## src/rtl/scl_timing_pkg.sv

```systemverilog
package scl_timing_pkg;

  typedef enum logic [2:0] {
    PH_IDLE,
    PH_START,
    PH_LOW,
    PH_HIGH,
    PH_STOP,
    PH_PARK
  } scl_phase_e;

  // clocks in one half for a divisor field value
  function automatic int unsigned half_len(input int unsigned d);
    return (d + 1) << 3;
  endfunction

  // count value at which the midpoint strobe fires
  function automatic int unsigned half_mid(input int unsigned d);
    return (d + 1) << 2;
  endfunction

endpackage

```

## src/rtl/scl_div_capture.sv

```systemverilog
module scl_div_capture #(
  parameter int DIV_W = 16
) (
  input  logic               clk,
  input  logic               rst_n,
  input  logic               load,
  input  logic [2*DIV_W-1:0] div_word,
  output logic [DIV_W-1:0]   lo_q,
  output logic [DIV_W-1:0]   hi_q
);
  always_ff @(posedge clk) begin
    if (!rst_n) begin
      lo_q <= '0;
      hi_q <= '0;
    end else if (load) begin
      lo_q <= div_word[DIV_W-1:0];
      hi_q <= div_word[2*DIV_W-1:DIV_W];
    end
  end
endmodule

```

## src/rtl/scl_phase_ctr.sv

```systemverilog
module scl_phase_ctr #(
  parameter int CNT_W = 19
) (
  input  logic             clk,
  input  logic             rst_n,
  input  logic             run,
  input  logic             hold,
  input  logic [CNT_W-1:0] len,
  output logic [CNT_W-1:0] cnt,
  output logic             wrap
);
  logic last;

  assign last = (cnt == len - CNT_W'(1));
  assign wrap = run && !hold && last;

  always_ff @(posedge clk) begin
    if (!rst_n || !run) begin
      cnt <= '0;
    end else if (!hold) begin
      cnt <= last ? '0 : cnt + CNT_W'(1);
    end
  end
endmodule

```

## src/rtl/scl_phase_seq.sv

```systemverilog
module scl_phase_seq
  import scl_timing_pkg::*;
(
  input  logic       clk,
  input  logic       rst_n,
  input  logic       enable,
  input  logic       stop_req,
  input  logic       wrap,
  output scl_phase_e phase,
  output logic       load_div,
  output logic       new_phase
);
  scl_phase_e nxt;

  always_comb begin
    nxt = phase;
    if (!enable) begin
      nxt = PH_IDLE;
    end else begin
      case (phase)
        PH_IDLE:  nxt = PH_START;
        PH_START: if (wrap) nxt = PH_LOW;
        PH_LOW:   if (wrap) nxt = stop_req ? PH_STOP : PH_HIGH;
        PH_HIGH:  if (wrap) nxt = PH_LOW;
        PH_STOP:  if (wrap) nxt = PH_PARK;
        default:  nxt = phase;
      endcase
    end
  end

  // divisors are captured on entry to the start window and to every low half
  assign load_div = enable &&
                    ((phase == PH_IDLE) ||
                     (wrap && (phase == PH_START || phase == PH_HIGH)));

  always_ff @(posedge clk) begin
    if (!rst_n) begin
      phase     <= PH_IDLE;
      new_phase <= 1'b0;
    end else begin
      phase     <= nxt;
      new_phase <= (nxt != phase);
    end
  end
endmodule

```

## src/rtl/scl_timing_gen.sv

```systemverilog
module scl_timing_gen
  import scl_timing_pkg::*;
#(
  parameter int  DIV_W = 16,
  localparam int CNT_W = DIV_W + 3
) (
  input  logic               clk,
  input  logic               rst_n,
  input  logic               enable,
  input  logic [2*DIV_W-1:0] div_word,
  input  logic               stop_req,
  input  logic               stretch_hold,
  output logic               scl_o,
  output logic               fall_tick,
  output logic               rise_tick,
  output logic               drive_stb,
  output logic               sample_stb,
  output logic               cond_stb,
  output logic               start_win,
  output logic               stop_win
);
  logic [DIV_W-1:0] lo_q, hi_q;
  scl_phase_e       phase;
  logic             load_div, new_phase, wrap, run, at_mid;
  logic [CNT_W-1:0] phase_cnt, phase_len, phase_mid;
  logic [CNT_W-1:0] lo_len, hi_len, lo_mid, hi_mid;
  logic             in_low, in_high_lvl;

  scl_div_capture #(.DIV_W(DIV_W)) cap_i (
    .clk(clk), .rst_n(rst_n), .load(load_div), .div_word(div_word),
    .lo_q(lo_q), .hi_q(hi_q)
  );

  scl_phase_seq seq_i (
    .clk(clk), .rst_n(rst_n), .enable(enable), .stop_req(stop_req),
    .wrap(wrap), .phase(phase), .load_div(load_div), .new_phase(new_phase)
  );

  scl_phase_ctr #(.CNT_W(CNT_W)) ctr_i (
    .clk(clk), .rst_n(rst_n), .run(run), .hold(stretch_hold),
    .len(phase_len), .cnt(phase_cnt), .wrap(wrap)
  );

  assign lo_len = CNT_W'(half_len(32'(lo_q)));
  assign hi_len = CNT_W'(half_len(32'(hi_q)));
  assign lo_mid = CNT_W'(half_mid(32'(lo_q)));
  assign hi_mid = CNT_W'(half_mid(32'(hi_q)));

  assign in_low      = (phase == PH_LOW);
  assign in_high_lvl = (phase == PH_START) || (phase == PH_HIGH) ||
                       (phase == PH_STOP);
  assign run         = enable && (in_low || in_high_lvl);

  assign phase_len = in_low ? lo_len : hi_len;
  assign phase_mid = in_low ? lo_mid : hi_mid;
  assign at_mid    = run && !stretch_hold && (phase_cnt == phase_mid);

  assign scl_o      = !in_low;
  assign fall_tick  = new_phase && in_low;
  assign rise_tick  = new_phase && in_high_lvl;
  assign drive_stb  = at_mid && in_low;
  assign sample_stb = at_mid && (phase == PH_HIGH);
  assign cond_stb   = at_mid && ((phase == PH_START) || (phase == PH_STOP));
  assign start_win  = (phase == PH_START);
  assign stop_win   = (phase == PH_STOP);
endmodule


```

## config.mk

```make
export PLATFORM = sky130hd
export DESIGN_NAME = scl_timing_gen
export DESIGN_NICKNAME = d
export VERILOG_FILES = /design/src/rtl/scl_timing_pkg.sv /design/src/rtl/scl_div_capture.sv /design/src/rtl/scl_phase_ctr.sv /design/src/rtl/scl_phase_seq.sv /design/src/rtl/scl_timing_gen.sv
export SDC_FILE = /design/constraint.sdc
export NUM_CORES = 1
export LEC_CHECK = 0
export ABC_AREA = 0
export BUFFER_PORTS_ARGS = -buffer_cell sky130_fd_sc_hd__buf_4
export CORE_MARGIN = 2
export CORE_UTILIZATION = 55
export CTS_BUF_LIST = sky130_fd_sc_hd__clkbuf_16
export CTS_CLUSTER_SIZE = 8
export DETAILED_ROUTE_END_ITERATION = 12
export PLACE_DENSITY_LB_ADDON = 0.3
export RECOVER_POWER = 100
export SLEW_MARGIN = 20
export SYNTH_ARGS = -nofsm -noshare
export SYNTH_HDL_FRONTEND = slang
export SYNTH_SLANG_ARGS = --single-unit
```

## constraint.sdc

```tcl
create_clock -name clk -period 3.73 [get_ports clk]
set_input_delay 0.9325 -clock clk [delete_from_list [all_inputs] [get_ports clk]]
set_output_delay 0.9325 -clock clk [all_outputs]
set_load 0.02 [all_outputs]
```

After elaboration in Yosys (flattened, before gate mapping)

Index checks and enable logic that the tools add are counted.
W data, S select, Z words.

RAM bits: 0
Bits in registers: 55
ROM bits: 0
Memories: 0
Latch bits: 0

Add/sub/neg operators: 4
$mul: 0
Reductions and logical operators: 23
Divide/modulo/power cells: 0
Mux-type cells: 9
$lt $le $gt $ge: 0
Eq/ne operators: 7
Shift-type cells: 0
Bitwise gates (word level): 0

Operators with widths:

| operator                | number |
|---|---|
| $mux W19                | 3 |
| $eq A19 B19 Y1          | 2 |
| $add A16 B1 Y17 const B | 2 |
| $add A19 B1 Y19 const B | 1 |
| $sub A19 B1 Y19 const B | 1 |
| $mux W3                 | 5 |
| $pmux W3 S4             | 1 |
| $logic_and A1 B1 Y1     | 11 |
| $eq A3 B2 Y1 const B    | 2 |
| $logic_or A1 B1 Y1      | 6 |
| $logic_not A1 Y1        | 4 |
| $eq A3 B1 Y1 const B    | 1 |
| $eq A3 B3 Y1 const B    | 1 |
| $logic_not A3 Y1        | 1 |
| $ne A3 B3 Y1            | 1 |
| $reduce_or A2 Y1        | 1 |

Depth between registers and ports, before layout

Gate-level depths: netlist of run 1.

Depth after elaboration: 11
Gate-level depth with buffers: 16

By module

A second synthesis of run 1 with hierarchy kept.

Cells, all modules: 576
Area total of the unflattened synthesis: 4695.8 um2

By module, submodules not included:

| module          | instances | cells each | area each (um2) |
|---|---|---|---|
| scl_phase_ctr   | 1         | 207        | 1615.3 |
| scl_timing_gen  | 1         | 239        | 1612.8 |
| scl_div_capture | 1         | 103        | 1243.7 |
| scl_phase_seq   | 1         | 27         | 224.0 |

Least setup slack after synthesis of run 1

No wires, ideal clock.

Path kind: register to register
Start: reg seq_i.phase[0]
End: reg ctr_i.cnt[11]
Required time: 3.615 ns
Setup time: 0.115 ns
Arrival time: 4.019 ns
Period minus slack after synthesis: 4.134 ns
Path slack: -0.404 ns
Cell stages (with the launch flop): 16
Path buffers: 4
Path through: dfxtp_1 -> clkbuf_2 -> nor3b_4 -> buf_2 -> buf_2 -> mux2i_1 -> ha_1 -> o2111ai_4 -> or4b_1 -> o21bai_1 -> a21oi_1 -> or4_1 -> or2_4 -> o31ai_4 -> buf_4 -> nor2_1

Longest elaborated chain between the ends: 7
Elaborated cells between the ends (all ways): 14
Those cells by class: add/sub: 1; eq/ne: 5; mux: 2; reduce/logical: 6

Ends and longest elaborated chain:

| what                                                    | line                | source |
|---|---|---|
| from (decl)                                             | scl_phase_seq.sv:9  | `output scl_phase_e phase,` |
| from (signal assigned)                                  | scl_phase_seq.sv:41 | `phase <= nxt;` |
| branches (longest 7 deep; another with $sub A19 B1 Y19) | --                  |  |
| to (signal assigned)                                    | scl_phase_ctr.sv:21 | `cnt <= last ? '0 : cnt + CNT_W'(1);` |
| to (decl)                                               | scl_phase_ctr.sv:9  | `output logic [CNT_W-1:0] cnt,` |

Parallel ways; which one is timed is not known.
A chain may end at the register's enable or synchronous reset.

Worst setup path after layout of run 1

Start: reg cap_i.hi_q[1]
End: reg cap_i.lo_q[1]

Longest elaborated chain between the ends: 8

Ends and longest elaborated chain:

| what                   | line                  | source |
|---|---|---|
| from (decl)            | scl_div_capture.sv:9  | `output logic [DIV_W-1:0] hi_q` |
| from (signal assigned) | scl_div_capture.sv:17 | `hi_q <= div_word[2*DIV_W-1:DIV_W];` |
| $add A16 B1 Y17        | --                    |  |
| $mux W19               | scl_timing_gen.sv:54  | `assign phase_len = in_low ? lo_len : hi_len;` |
| $sub A19 B1 Y19        | scl_phase_ctr.sv:14   | `assign last = (cnt == len - CNT_W'(1));` |
| $eq A19 B19 Y1         | scl_phase_ctr.sv:14   |  |
| $logic_and A1 B1 Y1    | scl_phase_ctr.sv:15   | `assign wrap = run && !hold && last;` |
| $logic_and A1 B1 Y1    | scl_phase_seq.sv:34   | `(wrap && (phase == PH_START \|\| phase == PH_HIGH)));` |
| $logic_or A1 B1 Y1     | scl_phase_seq.sv:33   | `((phase == PH_IDLE) \|\|` |
| $logic_and A1 B1 Y1    | scl_phase_seq.sv:32   | `assign load_div = enable &&` |
| to (signal assigned)   | scl_div_capture.sv:16 | `lo_q <= div_word[DIV_W-1:0];` |
| to (decl)              | scl_div_capture.sv:8  | `output logic [DIV_W-1:0] lo_q,` |

No other way between the ends.

==> impl_results.md, run 1 <==
* Outcome: finished, violations left
* Failing checks: negative setup slack
* Fraction of final layout cells with drive strength greater than 1 at 0.367
* Share of total power in the clock network at 0.365
* Via/cell ratio at 6.27
* Vias at 4887
* CP Cell Sequence: buf_4 -> nand4_1 -> o31a_1 -> nor3_2 -> buf_4 -> o22ai_1 -> or3_4 -> nor4_2 -> xnor2_1 -> or4_4 -> or2_4 -> o21ai_4 -> buf_6 -> buf_12 -> mux2i_2
* Max-cap check violation count at 0
* Seq pwr share at 0.382
* Die width at ~95 microns
* Cells after Synth at 570
* Site Rows at 33
* Unrepaired setup endpoints after global routing: true
* H-Tree Level Count at 2
* Half-perimeter wire length of the detailed placement result at 8640 microns
* Aggregate negative setup slack at -4.57 ns
* Leakage at between 0.002 and 0.0025 uW
* Syn Nets at 612
* Final hold violation count at 0
* Register cell area after layout at between 1000 and 1500 sq um
* Cell Int Power at 1210 uW
* Startpoint kind of the worst setup timing path: register
* Most common cell type on the critical path: sky130_fd_sc_hd__buf_4
* Routed Wire Length at 15000 microns
* Count of pins on the block boundary at 45
* Number of distinct library cell variants in the gate-level netlist after synthesis at 76
* Largest net degree at the start of global routing at 68
* Sequential fraction of the synthesis area at 0.244
* Number of clock buffers inserted by TritonCTS at 5
* Height of the chip at 94.5 microns
* Final worst slack at -0.148 ns
* Total inserted antenna cells at 0
* Crit-path max FO at 8
* Total area of multi-input combinational cells at roughly 3600 sq um
* Via count of the first global-routing pass at 4543
* Async S/R FF share, synth at 0
* Number of antenna violations at the first check in global routing at 0
* Drt first-iter violations at ~450
* 1st-pass router iterations at 5
* Power share of the combinational group at 0.252
* Core ar. at 8090 sq um
* Clock slew at the register clock pins of the worst setup and hold paths at approximately 0.080 ns
* Switching power total at 477 uW
* Grt total ovfl at 0
* Average size of a mapped cell at 7.90 sq um
* Required time at the worst-slack endpoint at 3.94 ns
* P per Cell Area at 266 nW/um^2
* Time the final worst path needs with I/O delays and setup at 3.88 ns
* Synthesis-stage register bit count at 55
* Highest Clock Rate at 258 MHz
* Count of nets after finishing at 716
* Design Area, Final at ~6300 sq um
* Mapped cell area at 4510 sq um
* Worst slew margin at 0.601
* CP max stage cell: sky130_fd_sc_hd__or4_4
* Filler cell count in the final layout at 520
* Clock latency at the later pin of the worst-skew pair at 0.30 ns
* Setup skew after layout at approximately 0.0090 ns
* Min-delay worst type: register to register
* Remaining design rule violation count at 0
* Top flip-flop cell by instance count after synthesis: sky130_fd_sc_hd__dfxtp_1
* CP Class: register to register
* Worst hold slack across all endpoints at ~0.49 ns
* Die outline area at 8930 sq um
* Part of the cycle the worst path needs at 1.04
* Initial Util at 0.557
* WL/cell at between 15 and 20 microns
* Largest stage delay, worst path at around 0.55 ns
* Slew of the pin with the lowest slew margin at 0.598 ns
* Endpoint kind of the worst setup timing path: register
* Ys Warns at 0
* Final setup fails at 53
* VDD IR max at 0.205 mV
* Proportion of total power due to net switching at 0.283
* Total count of max-transition violations in the final report at 0
* Crit path arrival time at 4.08 ns
* Global-route usage over all layers at 0.298
* Number of nets with antenna violations after detailed routing at 0
* Last weighted congestion value of the routability-driven placer at 0.917
* Sinks on Clock Net at 55
* CTS max path bufs at 2
* Placed instance area at 5230 sq um
* Port buffer count at 44
* Root Buffer Master: sky130_fd_sc_hd__clkbuf_16
* Area growth, synth to finish at 40.6%
* Global-route wire length before repair at 21300 microns
* EDFF count, synth at 0
* TritonCTS clock tree: done
==> power by group through the flow <==
stage | Clock, uW | Combinational (uW) | Sequential [uW]
floorplan | 0 | 219 | 641
global route | 646 | 451 | 648
finish | 616 | 425 | 644
global placement | 0 | 323 | 650
CTS | 614 | 376 | 641
detailed placement | 0 | 332 | 652
==> synth_stat cells (11+ instances only) <==
cell type / number / area [sq um]
sky130_fd_sc_hd__a21oi_1: 11 / 55.1
sky130_fd_sc_hd__and3_1: 12 / 75.1
sky130_fd_sc_hd__buf_2: 13 / 65.1
sky130_fd_sc_hd__clkbuf_1: 18 / 67.6
sky130_fd_sc_hd__dfxtp_1: 55 / 1100
sky130_fd_sc_hd__inv_1: 14 / 52.6
sky130_fd_sc_hd__mux2i_1: 38 / 380
sky130_fd_sc_hd__nand2_1: 85 / 319
sky130_fd_sc_hd__nand3_1: 21 / 105
sky130_fd_sc_hd__nand4_1: 17 / 106
sky130_fd_sc_hd__nor2_1: 47 / 176
sky130_fd_sc_hd__nor4_1: 17 / 106
sky130_fd_sc_hd__xnor2_1: 42 / 368
sky130_fd_sc_hd__xor2_1: 33 / 289
==> registers in the layout, indices dropped and copies added (netlist names) <==
register / cells
cap_i.hi_q: 16
cap_i.lo_q: 16
ctr_i.cnt: 19
seq_i.new_phase: 1
seq_i.phase: 3
==> cells in the final DEF, fill, tap and decap left out, types with 10 or more instances in the layout <==
master,n
sky130_fd_sc_hd__dfxtp_1,37
sky130_fd_sc_hd__xnor2_1,40
sky130_fd_sc_hd__nand3_1,21
sky130_fd_sc_hd__nand2_1,85
sky130_fd_sc_hd__mux2i_1,33
sky130_fd_sc_hd__dfxtp_2,13
sky130_fd_sc_hd__xor2_1,32
sky130_fd_sc_hd__inv_1,14
sky130_fd_sc_hd__and3_1,12
sky130_fd_sc_hd__nor2_4,11
sky130_fd_sc_hd__nor2_1,26
sky130_fd_sc_hd__buf_4,114
sky130_fd_sc_hd__buf_6,12
sky130_fd_sc_hd__nand4_1,17
sky130_fd_sc_hd__nor2_2,10
==> stage by stage <==
stage / util / worst slack, ns / total power, uW / std cells
after floorplan: - / -0.237 / 861 / 570
after global placement: 0.646 / -0.155 / 973 / 736
after detailed placement: 0.646 / -0.337 / 984 / 736
after CTS: 0.720 / -0.0377 / 1630 / 763
after global routing: 0.783 / -0.280 / 1750 / 780
final: 0.783 / -0.148 / 1680 / 780
==> kinds of logic (layout without fill, tap and decap cells) <==
group                      Yosys count  count (layout)  synth area share
buffers and inverters               55             160            0.0583
muxes                               43              43             0.101
and+or+nand+nor                    262             262             0.310
adders and majority gates            5               5            0.0139
AOI/OAI and AO/OA                   75              75             0.127
DFF                                 55              55             0.244
xor gates and xnor gates            75              75             0.146
==> metal layers <==
layer  share of wire  vias to the layer above  GRT usage
met5               0                        -          0
met3           0.065                       76     0.0399
met1            0.38                     2321      0.362
met4           0.048                        0      0.115
li1                -                     2244          -
met2            0.50                      246      0.532
==> final timing paths <==
kind                               startpoint       endpoint  slack, ns  cells after the start
worst max register to register  cap_i.hi_q[1]  cap_i.lo_q[1]      -0.15                     15
worst max-delay path            cap_i.hi_q[1]  cap_i.lo_q[1]      -0.15                     15
worst min-delay path            cap_i.lo_q[6]  cap_i.lo_q[6]       0.49                      2
worst min register to register  cap_i.lo_q[6]  cap_i.lo_q[6]       0.49                      2
==> worst max-delay path, delay by kind of cell, from the launching register on <==
family,cells,cell delay [ns]
XOR/XNOR,1,0.11
AO/OA/AOI/OAI,3,0.67
multiplexers,1,0.25
buffers and inverters,4,0.58
flip-flops,1,0.36
AND/OR/NAND/NOR,6,1.81
==> cell type report <==
class / count / share of cell area
Clock buffer: 5 / 0.0197
Multi-Input combinational cell: 460 / 0.568
Timing Repair Buffer: 137 / 0.193
Sequential cell: 55 / 0.179
Clock inverter: 3 / 0.0107
Inverter: 15 / 0.00928
Tap cell: 105 / 0.0207
==> timing repair <==
| item | 4_1_cts | 5_1_grt |
|---|---|---|
| hold buffers | 0 | 0 |
| gates resized for setup | 45 | 92 |
| setup endpoints to repair | 58 | 57 |
| buffers inserted | 16 | 16 |
| pin swaps | 15 | 38 |
| cloned | 3 | 3 |
(Power assumes the default switching activity.)
==> run 2, diff against run 1 <==
--- a/config.mk
+++ b/config.mk
@@ -17,4 +17,5 @@
 export SLEW_MARGIN = 20
 export SYNTH_ARGS = -nofsm -noshare
 export SYNTH_HDL_FRONTEND = slang
+export SYNTH_HIERARCHICAL = 1
 export SYNTH_SLANG_ARGS = --single-unit
==> impl_results.md, run 2 <==
* CTS max path bufs at 2 (unchanged)
* CP Class: register to register (unchanged)
* Register with the most flip-flops: ctr_i/cnt (was ctr_i.cnt)
* Final worst slack at -0.592 ns (was -0.148 ns)
* Top cell type's share of synthesized area at 0.234 (was 0.244)
* Drt first-iter violations at 552 (was 447)
* Highest-count cells in the layout ignoring fill and taps: sky130_fd_sc_hd__buf_4 (170), sky130_fd_sc_hd__dfxtp_1 (46), sky130_fd_sc_hd__xnor2_1 (45) (was sky130_fd_sc_hd__buf_4 (114), sky130_fd_sc_hd__nand2_1 (85), sky130_fd_sc_hd__xnor2_1 (40))
* Leakage at 0.00279 uW (was 0.00246 uW)
* Mapped cell area at 4700 sq um (was 4510 sq um)
* Number of flip-flops under the largest register name at 19 (unchanged)
* Non-filler cells, final at 868 (was 780)
* Area growth, synth to finish at 49.2% (was 40.6%)
* Number of nets with antenna violations after detailed routing at 0 (unchanged)
* Crit-path max FO at 8 (unchanged)
* EDFF count, synth at 0 (unchanged)
* Via/cell ratio at 6.43 (was 6.27)
* VDD IR max at 0.207 mV (was 0.205 mV)
* Min-delay worst type: register to register (unchanged)
* Outcome: finished, violations left (unchanged)
* Mux contribution to synthesized area at 0.0853 (was 0.101)
* Sequential fraction of the synthesis area at 0.234 (was 0.244)
* Core ar. at 8260 sq um (was 8090 sq um)
* Cell types with the largest area share after synthesis: sky130_fd_sc_hd__dfxtp_1 (23%), sky130_fd_sc_hd__xnor2_1 (9.0%), sky130_fd_sc_hd__mux2i_1 (8.5%) (was sky130_fd_sc_hd__dfxtp_1 (24%), sky130_fd_sc_hd__mux2i_1 (8.4%), sky130_fd_sc_hd__xnor2_1 (8.2%))
* Register cell area after layout at 1120 sq um (was 1140 sq um)
* Setup skew after layout at 0.00627 ns (was 0.00895 ns)
* Site Rows at 33 (unchanged)
* Root Buffer Master: sky130_fd_sc_hd__clkbuf_16 (unchanged)
* Total inserted antenna cells at 0 (unchanged)
* Top flip-flop cell by instance count after synthesis: sky130_fd_sc_hd__dfxtp_1 (unchanged)
* TritonCTS clock tree: done (unchanged)
* Global-route wire length before repair at 27300 microns (was 21300 microns)
* Initial Util at 0.569 (was 0.557)
* Endpoint kind of the worst setup timing path: register (unchanged)
* Number of clock buffers inserted by TritonCTS at 5 (unchanged)
* Cells after Synth at 576 (was 570)
* Routed Wire Length at 18700 microns (was 15000 microns)
* Final setup fails at 57 (was 53)
* Fraction of final layout cells with drive strength greater than 1 at 0.389 (was 0.367)
* Last weighted congestion value of the routability-driven placer at 1.03 (was 0.917)
* Overall power of the completed layout at 1620 uW (was 1680 uW)
* Half-perimeter wire length of the detailed placement result at 11300 microns (was 8640 microns)
* Filler cell count in the final layout at 433 (was 520)
* Synthesis-stage register bit count at 55 (unchanged)
* Failing checks: negative setup slack (unchanged)
* Number of antenna violations at the first check in global routing at 0 (unchanged)
* Die outline area at 9290 sq um (was 8930 sq um)
* Simple-gate portion of the synthesized area at 0.323 (was 0.310)
* Via count of the first global-routing pass at 5442 (was 4543)
* Unrepaired setup endpoints after global routing: true (unchanged)
* Ys Warns at 6 (was 0)
* Total placed cells including tap cells at 837 (was 736)
* Largest net degree at the start of global routing at 37 (was 68)
* P per Cell Area at 232 nW/um^2 (was 266 nW/um^2)
* WL/cell at 21.5 microns (was 19.2 microns)
* Clock latency at the later pin of the worst-skew pair at 0.30 ns (about the same)
* Async S/R FF share, synth at 0 (unchanged)
* Sinks on Clock Net at 55 (unchanged)
* Biggest regs: ctr_i/cnt: 19 flops, cap_i/hi_q: 16 flops, cap_i/lo_q: 16 flops (was ctr_i.cnt: 19 flops, cap_i.hi_q: 16 flops, cap_i.lo_q: 16 flops)
* Adder-cell share of the synthesized area at 0.0107 (was 0.0139)
* H-Tree Level Count at 2 (unchanged)
* Part of the cycle the worst path needs at 1.16 (was 1.04)
* Global-route usage over all layers at 0.383 (was 0.298)
* Height of the chip at 96.4 microns (was 94.5 microns)
* Total area of multi-input combinational cells at 3880 sq um (was 3600 sq um)
* Worst slew margin at 0.554 (was 0.601)
* Combinational family with the most area after synthesis: simple AND/OR/NAND/NOR gates (unchanged)
* Grt total ovfl at 0 (unchanged)
* Share of the synthesized area in compound gates (AO/OA/AOI/OAI) at 0.120 (was 0.127)
* Average size of a mapped cell at 8.15 sq um (was 7.90 sq um)
* Remaining design rule violation count at 0 (unchanged)
* Startpoint kind of the worst setup timing path: register (unchanged)
* Library cell occupying the most area in the post-synthesis netlist: sky130_fd_sc_hd__dfxtp_1 (unchanged)
* Die width at 96.4 microns (was 94.5 microns)
* Count of pins on the block boundary at 45 (unchanged)
* Required time at the worst-slack endpoint at 3.92 ns (was 3.94 ns)
* Number of distinct library cell variants in the gate-level netlist after synthesis at 72 (was 76)
* Count of nets after finishing at 803 (was 716)
* Total count of max-transition violations in the final report at 0 (unchanged)
* Time the final worst path needs with I/O delays and setup at 4.32 ns (was 3.88 ns)
* Vias at 5580 (was 4887)
* Dominant cell by count in the synthesized netlist: sky130_fd_sc_hd__dfxtp_1 (was sky130_fd_sc_hd__nand2_1)
* 1st-pass router iterations at 5 (unchanged)
* Highest Clock Rate at 231 MHz (was 258 MHz)
* Crit path arrival time at 4.52 ns (was 4.08 ns)
* Clock slew at the register clock pins of the worst setup and hold paths at 0.08 ns (about the same)
* Most used standard cells in the synthesized netlist: sky130_fd_sc_hd__dfxtp_1 (55), sky130_fd_sc_hd__xnor2_1 (48), sky130_fd_sc_hd__nand2_1 (47) (was sky130_fd_sc_hd__nand2_1 (85), sky130_fd_sc_hd__dfxtp_1 (55), sky130_fd_sc_hd__nor2_1 (47))
* Port buffer count at 44 (unchanged)
* Most common cell after layout, fill and taps aside: sky130_fd_sc_hd__buf_4 (unchanged)
* Fraction of synthesized cell area in xor and xnor cells at 0.172 (was 0.146)
* Slew of the pin with the lowest slew margin at 0.660 ns (was 0.598 ns)
* Final hold violation count at 0 (unchanged)
* Max-cap check violation count at 0 (unchanged)
* Worst hold slack across all endpoints at 0.569 ns (was 0.489 ns)
run 2: final timing paths:
check,start,end,slack (ns),cells past startpoint
min reg2reg,ctr_i/cnt[1],ctr_i/cnt[1],0.57,2
max reg2reg,cap_i/lo_q[0],cap_i/hi_q[12],-0.59,20
min,ctr_i/cnt[1],ctr_i/cnt[1],0.57,2
max,cap_i/lo_q[0],cap_i/hi_q[12],-0.59,20
run 2: kinds of logic after synthesis:
logic type	after synthesis
buf+inv	44
simple gates	267
flops	55
mux	40
fa+ha+maj	4
compound gates	76
other cells	1
xor+xnor	89
run 2: where the power goes:
part / total (uW) / internal, uW / switching (uW)
Sequential: 633 / 610 / 23.1
Combinational: 479 / 241 / 238
Clock: 512 / 256 / 256
run 2: metrics by stage:
stage                     TNS, ns  setup slack (ns)   util  cell area (sq um)
final                      -26.35            -0.592  0.849               7010
after global routing       -29.02            -0.653  0.849               7010
after CTS                  -11.34            -0.327  0.830               6860
after detailed placement   -17.72            -0.521  0.740               6110
after global placement     -15.53            -0.438  0.740               6110
after floorplan            -12.75            -0.390      -               4890
run 2: critical path, cell delays in order, from the launching register on:
cell and delay [ns]:
sky130_fd_sc_hd__dfxtp_2 0.36, sky130_fd_sc_hd__buf_6 0.11, sky130_fd_sc_hd__nand4_1 0.26, sky130_fd_sc_hd__or3_4 0.50, sky130_fd_sc_hd__xnor2_1 0.15, sky130_fd_sc_hd__nand2_1 0.10
sky130_fd_sc_hd__o21ai_2 0.09, sky130_fd_sc_hd__nor4_2 0.33, sky130_fd_sc_hd__buf_4 0.19, sky130_fd_sc_hd__nand3_2 0.11, sky130_fd_sc_hd__buf_4 0.16, sky130_fd_sc_hd__a2111oi_2 0.20
sky130_fd_sc_hd__nor4_1 0.11, sky130_fd_sc_hd__nor4_1 0.18, sky130_fd_sc_hd__and4b_2 0.32, sky130_fd_sc_hd__nor2b_4 0.06, sky130_fd_sc_hd__nor4b_4 0.31, sky130_fd_sc_hd__buf_6 0.19
sky130_fd_sc_hd__buf_12 0.15, sky130_fd_sc_hd__mux2i_1 0.23, sky130_fd_sc_hd__nor2b_1 0.08
run 2: cell type report:
type	count	share of cell area
Sequential cell	55	0.159
Inverter	14	0.00928
Multi-Input combinational cell	491	0.553
Clock buffer	5	0.0179
Timing Repair Buffer	195	0.237
Clock inverter	3	0.00393
Tap cell	105	0.0187
run 2: timing repair:
action | in CTS | in global routing
endpoints found under the hold margin | 0 | 0
pin swaps | 31 | 14
setup buffers | 17 | 3
setup endpoints to repair | 57 | 58
hold buffers | 0 | 0
gates cloned | 6 | 0
resized for setup | 81 | 29
run 2: metal layers:
layer	routed length, microns	GRT usage	part of all wire	vias up
met1	6880	0.448	0.37	2649
met5	0	0	0	-
met4	1190	0.228	0.064	0
li1	-	-	-	2437
met3	1550	0.0597	0.083	121
met2	9030	0.659	0.48	373
==> run 3, diff against run 2 <==
==> constraint.sdc (replaced) <==
create_clock -name clk -period 4 [get_ports clk]
set_input_delay 1 -clock clk [delete_from_list [all_inputs] [get_ports clk]]
set_output_delay 1 -clock clk [all_outputs]
set_load 0.02 [all_outputs]
==> impl_results.md, run 3 (synthesis gave the netlist of run 2 again) <==
* Outcome: finished, violations left (unchanged)
* Failing checks: negative setup slack (unchanged)
* Hold_buf cts at 0 (unchanged)
* CTS max path bufs at 2 (unchanged)
* Via count of the first global-routing pass at 4962 (was 5442)
* Root Buffer Master: sky130_fd_sc_hd__clkbuf_16 (unchanged)
* Number of antenna violations at the first check in global routing at 0 (unchanged)
* Routed Wire Length at 17400 microns (was 18700 microns)
* Half-perimeter wire length of the detailed placement result at 10900 microns (was 11300 microns)
* Min-delay worst type: register to register (unchanged)
* Final hold violation count at 0 (unchanged)
* Highest-count cells in the layout ignoring fill and taps: sky130_fd_sc_hd__buf_4 (160), sky130_fd_sc_hd__xnor2_1 (45), sky130_fd_sc_hd__nand2_1 (45) (was sky130_fd_sc_hd__buf_4 (170), sky130_fd_sc_hd__dfxtp_1 (46), sky130_fd_sc_hd__xnor2_1 (45))
* Leakage at 0.00269 uW (was 0.00279 uW)
* Setup skew after layout at 0.00933 ns (was 0.00627 ns)
* Worst slew margin at 0.567 (was 0.554)
* Final setup fails at 35 (was 57)
* Final worst slack at -0.291 ns (was -0.592 ns)
* Non-filler cells, final at 852 (was 868)
* Core ar. at 8260 sq um (unchanged)
* Crit-path max FO at 8 (unchanged)
* Die width at 96.4 microns (unchanged)
* Required time at the worst-slack endpoint at 4.19 ns (was 3.92 ns)
* Crit path max-delay family: simple AND/OR/NAND/NOR gates (unchanged)
* Remaining design rule violation count at 0 (unchanged)
* Global-route wire length before repair at 24500 microns (was 27300 microns)
* Number of nets with antenna violations after detailed routing at 0 (unchanged)
* Pre-CTS WS at -0.264 ns (was -0.521 ns)
* Crit path arrival time at 4.48 ns (was 4.52 ns)
* Number of flip-flops under the largest register name at 19 (unchanged)
* Sinks on Clock Net at 55 (unchanged)
* Aggregate negative setup slack at -6.11 ns (was -26.35 ns)
* Fraction of final layout cells with drive strength greater than 1 at 0.353 (was 0.389)
* Area growth, synth to finish at 44.5% (was 49.2%)
* Count of pins on the block boundary at 45 (unchanged)
* Initial Util at 0.569 (unchanged)
* Part of the cycle the worst path needs at 1.07 (was 1.16)
* 1st-pass router iterations at 6 (was 5)
* Most common cell after layout, fill and taps aside: sky130_fd_sc_hd__buf_4 (unchanged)
* Min-Delay Endpoint: cap_i/hi_q[10] (was ctr_i/cnt[1])
* Endpoint kind of the worst setup timing path: register (unchanged)
* Site Rows at 33 (unchanged)
* Highest Clock Rate at 233 MHz (was 231 MHz)
* CP Cell Sequence: buf_4 -> and3_4 -> and3_1 -> xnor2_1 -> o21ai_0 -> nor4_2 -> buf_4 -> nand3_4 -> nor4bb_4 -> nor4_2 -> nor4_2 -> and4b_2 -> nor2b_4 -> nor4b_4 -> buf_6 -> buf_12 -> mux2i_1 -> nor2b_1 (was buf_6 -> nand4_1 -> or3_4 -> xnor2_1 -> nand2_1 -> o21ai_2 -> nor4_2 -> buf_4 -> nand3_2 -> buf_4 -> a2111oi_2 -> nor4_1 -> nor4_1 -> and4b_2 -> nor2b_4 -> nor4b_4 -> buf_6 -> buf_12 -> mux2i_1 -> nor2b_1)
* Last weighted congestion value of the routability-driven placer at 0.937 (was 1.03)
* FF-to-FF path depth at 18 (was 20)
* Vias at 5429 (was 5580)
* Clock slew at the register clock pins of the worst setup and hold paths at 0.08 ns (about the same)
* Total placed cells including tap cells at 818 (was 837)
* Unrepaired setup endpoints after global routing: true (unchanged)
* TritonCTS clock tree: done (unchanged)
* Reg2reg start: cap_i/hi_q[3] (was cap_i/lo_q[0])
* Setup slack of the most critical reg-to-reg path at -0.29 ns (was -0.59 ns)
* CP Class: register to register (unchanged)
* Clock latency at the later pin of the worst-skew pair at 0.31 ns (was 0.30 ns)
* Final core area utilization at 0.822 (was 0.849)
* Die outline area at 9290 sq um (unchanged)
* Number of clock buffers inserted by TritonCTS at 5 (unchanged)
* Total buffers and inverters traversed by the critical path at 4 (was 5)
* Slew of the pin with the lowest slew margin at 0.648 ns (was 0.660 ns)
* Total inserted antenna cells at 0 (unchanged)
* Port buffer count at 44 (unchanged)
* Capture instance of the worst register-to-register path: cap_i/hi_q[1] (was cap_i/hi_q[12])
* Time the final worst path needs with I/O delays and setup at 4.29 ns (was 4.32 ns)
* Startpoint of the tightest hold check path: cap_i/hi_q[10] (was ctr_i/cnt[1])
* WL/cell at 20.4 microns (was 21.5 microns)
* VDD IR max at 0.227 mV (was 0.207 mV)
* Largest stage delay, worst path at 0.43 ns (was 0.50 ns)
* Max-cap check violation count at 0 (unchanged)
* Via/cell ratio at 6.37 (was 6.43)
* Register with the most flip-flops: ctr_i/cnt (unchanged)
* Height of the chip at 96.4 microns (unchanged)
* H-Tree Level Count at 2 (unchanged)
* Global-route usage over all layers at 0.342 (was 0.383)
* Most common cell type on the critical path: sky130_fd_sc_hd__nor4_2
* Total count of max-transition violations in the final report at 0 (unchanged)
* CP max stage cell: sky130_fd_sc_hd__dfxtp_1 (was sky130_fd_sc_hd__or3_4)
* Count of nets after finishing at 787 (was 803)
* Grt total ovfl at 0 (unchanged)
* Number of cells on the worst hold path at 2 (unchanged)
* Drt first-iter violations at 579 (was 552)
* Biggest regs: ctr_i/cnt: 19 flops, cap_i/hi_q: 16 flops, cap_i/lo_q: 16 flops (unchanged)
* Largest net degree at the start of global routing at 37 (unchanged)
* Startpoint kind of the worst setup timing path: register (unchanged)
* P per Cell Area at 220 nW/um^2 (was 232 nW/um^2)
## run 3: where the power goes
group          switching [uW]  internal (uW)  total, uW
sequential               20.8            569        590
clock                     234            237        471
combinational             217            214        432
## run 3: per-layer routing
metal	GRT usage	wire length (microns)	up-vias
met4	0.151	1160	0
met5	0	0	-
met2	0.589	8300	322
met3	0.0636	1390	128
li1	-	-	2417
met1	0.414	6570	2562
## run 3: worst max path at each step
stage                        start            end  slack [ns]  cells past startpoint
floorplan           seq_i/phase[0]  cap_i/hi_q[0]       -0.12                     21
global placement    seq_i/phase[0]  cap_i/hi_q[2]       -0.25                     14
detailed placement  seq_i/phase[0]  cap_i/lo_q[2]       -0.26                     14
CTS                  cap_i/hi_q[0]  cap_i/lo_q[2]       -0.11                     19
global route         cap_i/hi_q[3]  cap_i/lo_q[9]       -0.47                     18
finish               cap_i/hi_q[3]  cap_i/hi_q[1]       -0.29                     18
## run 3: layout make-up
| type | instances | area, sq um |
|---|---|---|
| Multi-Input combinational cell | 491 | 3830 |
| Timing Repair Buffer | 179 | 1500 |
| Fill cell | 504 | 1470 |
| Sequential cell | 55 | 1120 |
| Tap cell | 105 | 131 |
| Clock buffer | 5 | 125 |
| Inverter | 14 | 57.6 |
| Clock inverter | 3 | 23.8 |
## run 3: what timing repair did
action | in CTS | in global routing
pin swaps | 20 | 29
cloned | 3 | 1
endpoints found under the setup margin | 53 | 57
buffers inserted | 14 | 11
resized for setup | 48 | 53
## run 3: worst reg2reg max path: stages, from the launching register on
cell and delay, ns:
sky130_fd_sc_hd__dfxtp_1 0.43, sky130_fd_sc_hd__buf_4 0.18, sky130_fd_sc_hd__and3_4 0.22, sky130_fd_sc_hd__and3_1 0.22, sky130_fd_sc_hd__xnor2_1 0.16, sky130_fd_sc_hd__o21ai_0 0.25
sky130_fd_sc_hd__nor4_2 0.43, sky130_fd_sc_hd__buf_4 0.21, sky130_fd_sc_hd__nand3_4 0.11, sky130_fd_sc_hd__nor4bb_4 0.31, sky130_fd_sc_hd__nor4_2 0.08, sky130_fd_sc_hd__nor4_2 0.28
sky130_fd_sc_hd__and4b_2 0.30, sky130_fd_sc_hd__nor2b_4 0.05, sky130_fd_sc_hd__nor4b_4 0.23, sky130_fd_sc_hd__buf_6 0.20, sky130_fd_sc_hd__buf_12 0.17, sky130_fd_sc_hd__mux2i_1 0.24
sky130_fd_sc_hd__nor2b_1 0.11
## run 3: per-stage QoR
step                      area (sq um)  hold WS (ns)  power [uW]
after global routing              6790         0.585        1540
after global placement            5920         0.527         923
after floorplan                   4830         0.477         802
final                             6790         0.556        1490
after CTS                         6480         0.555        1430
after detailed placement          5920         0.544         933
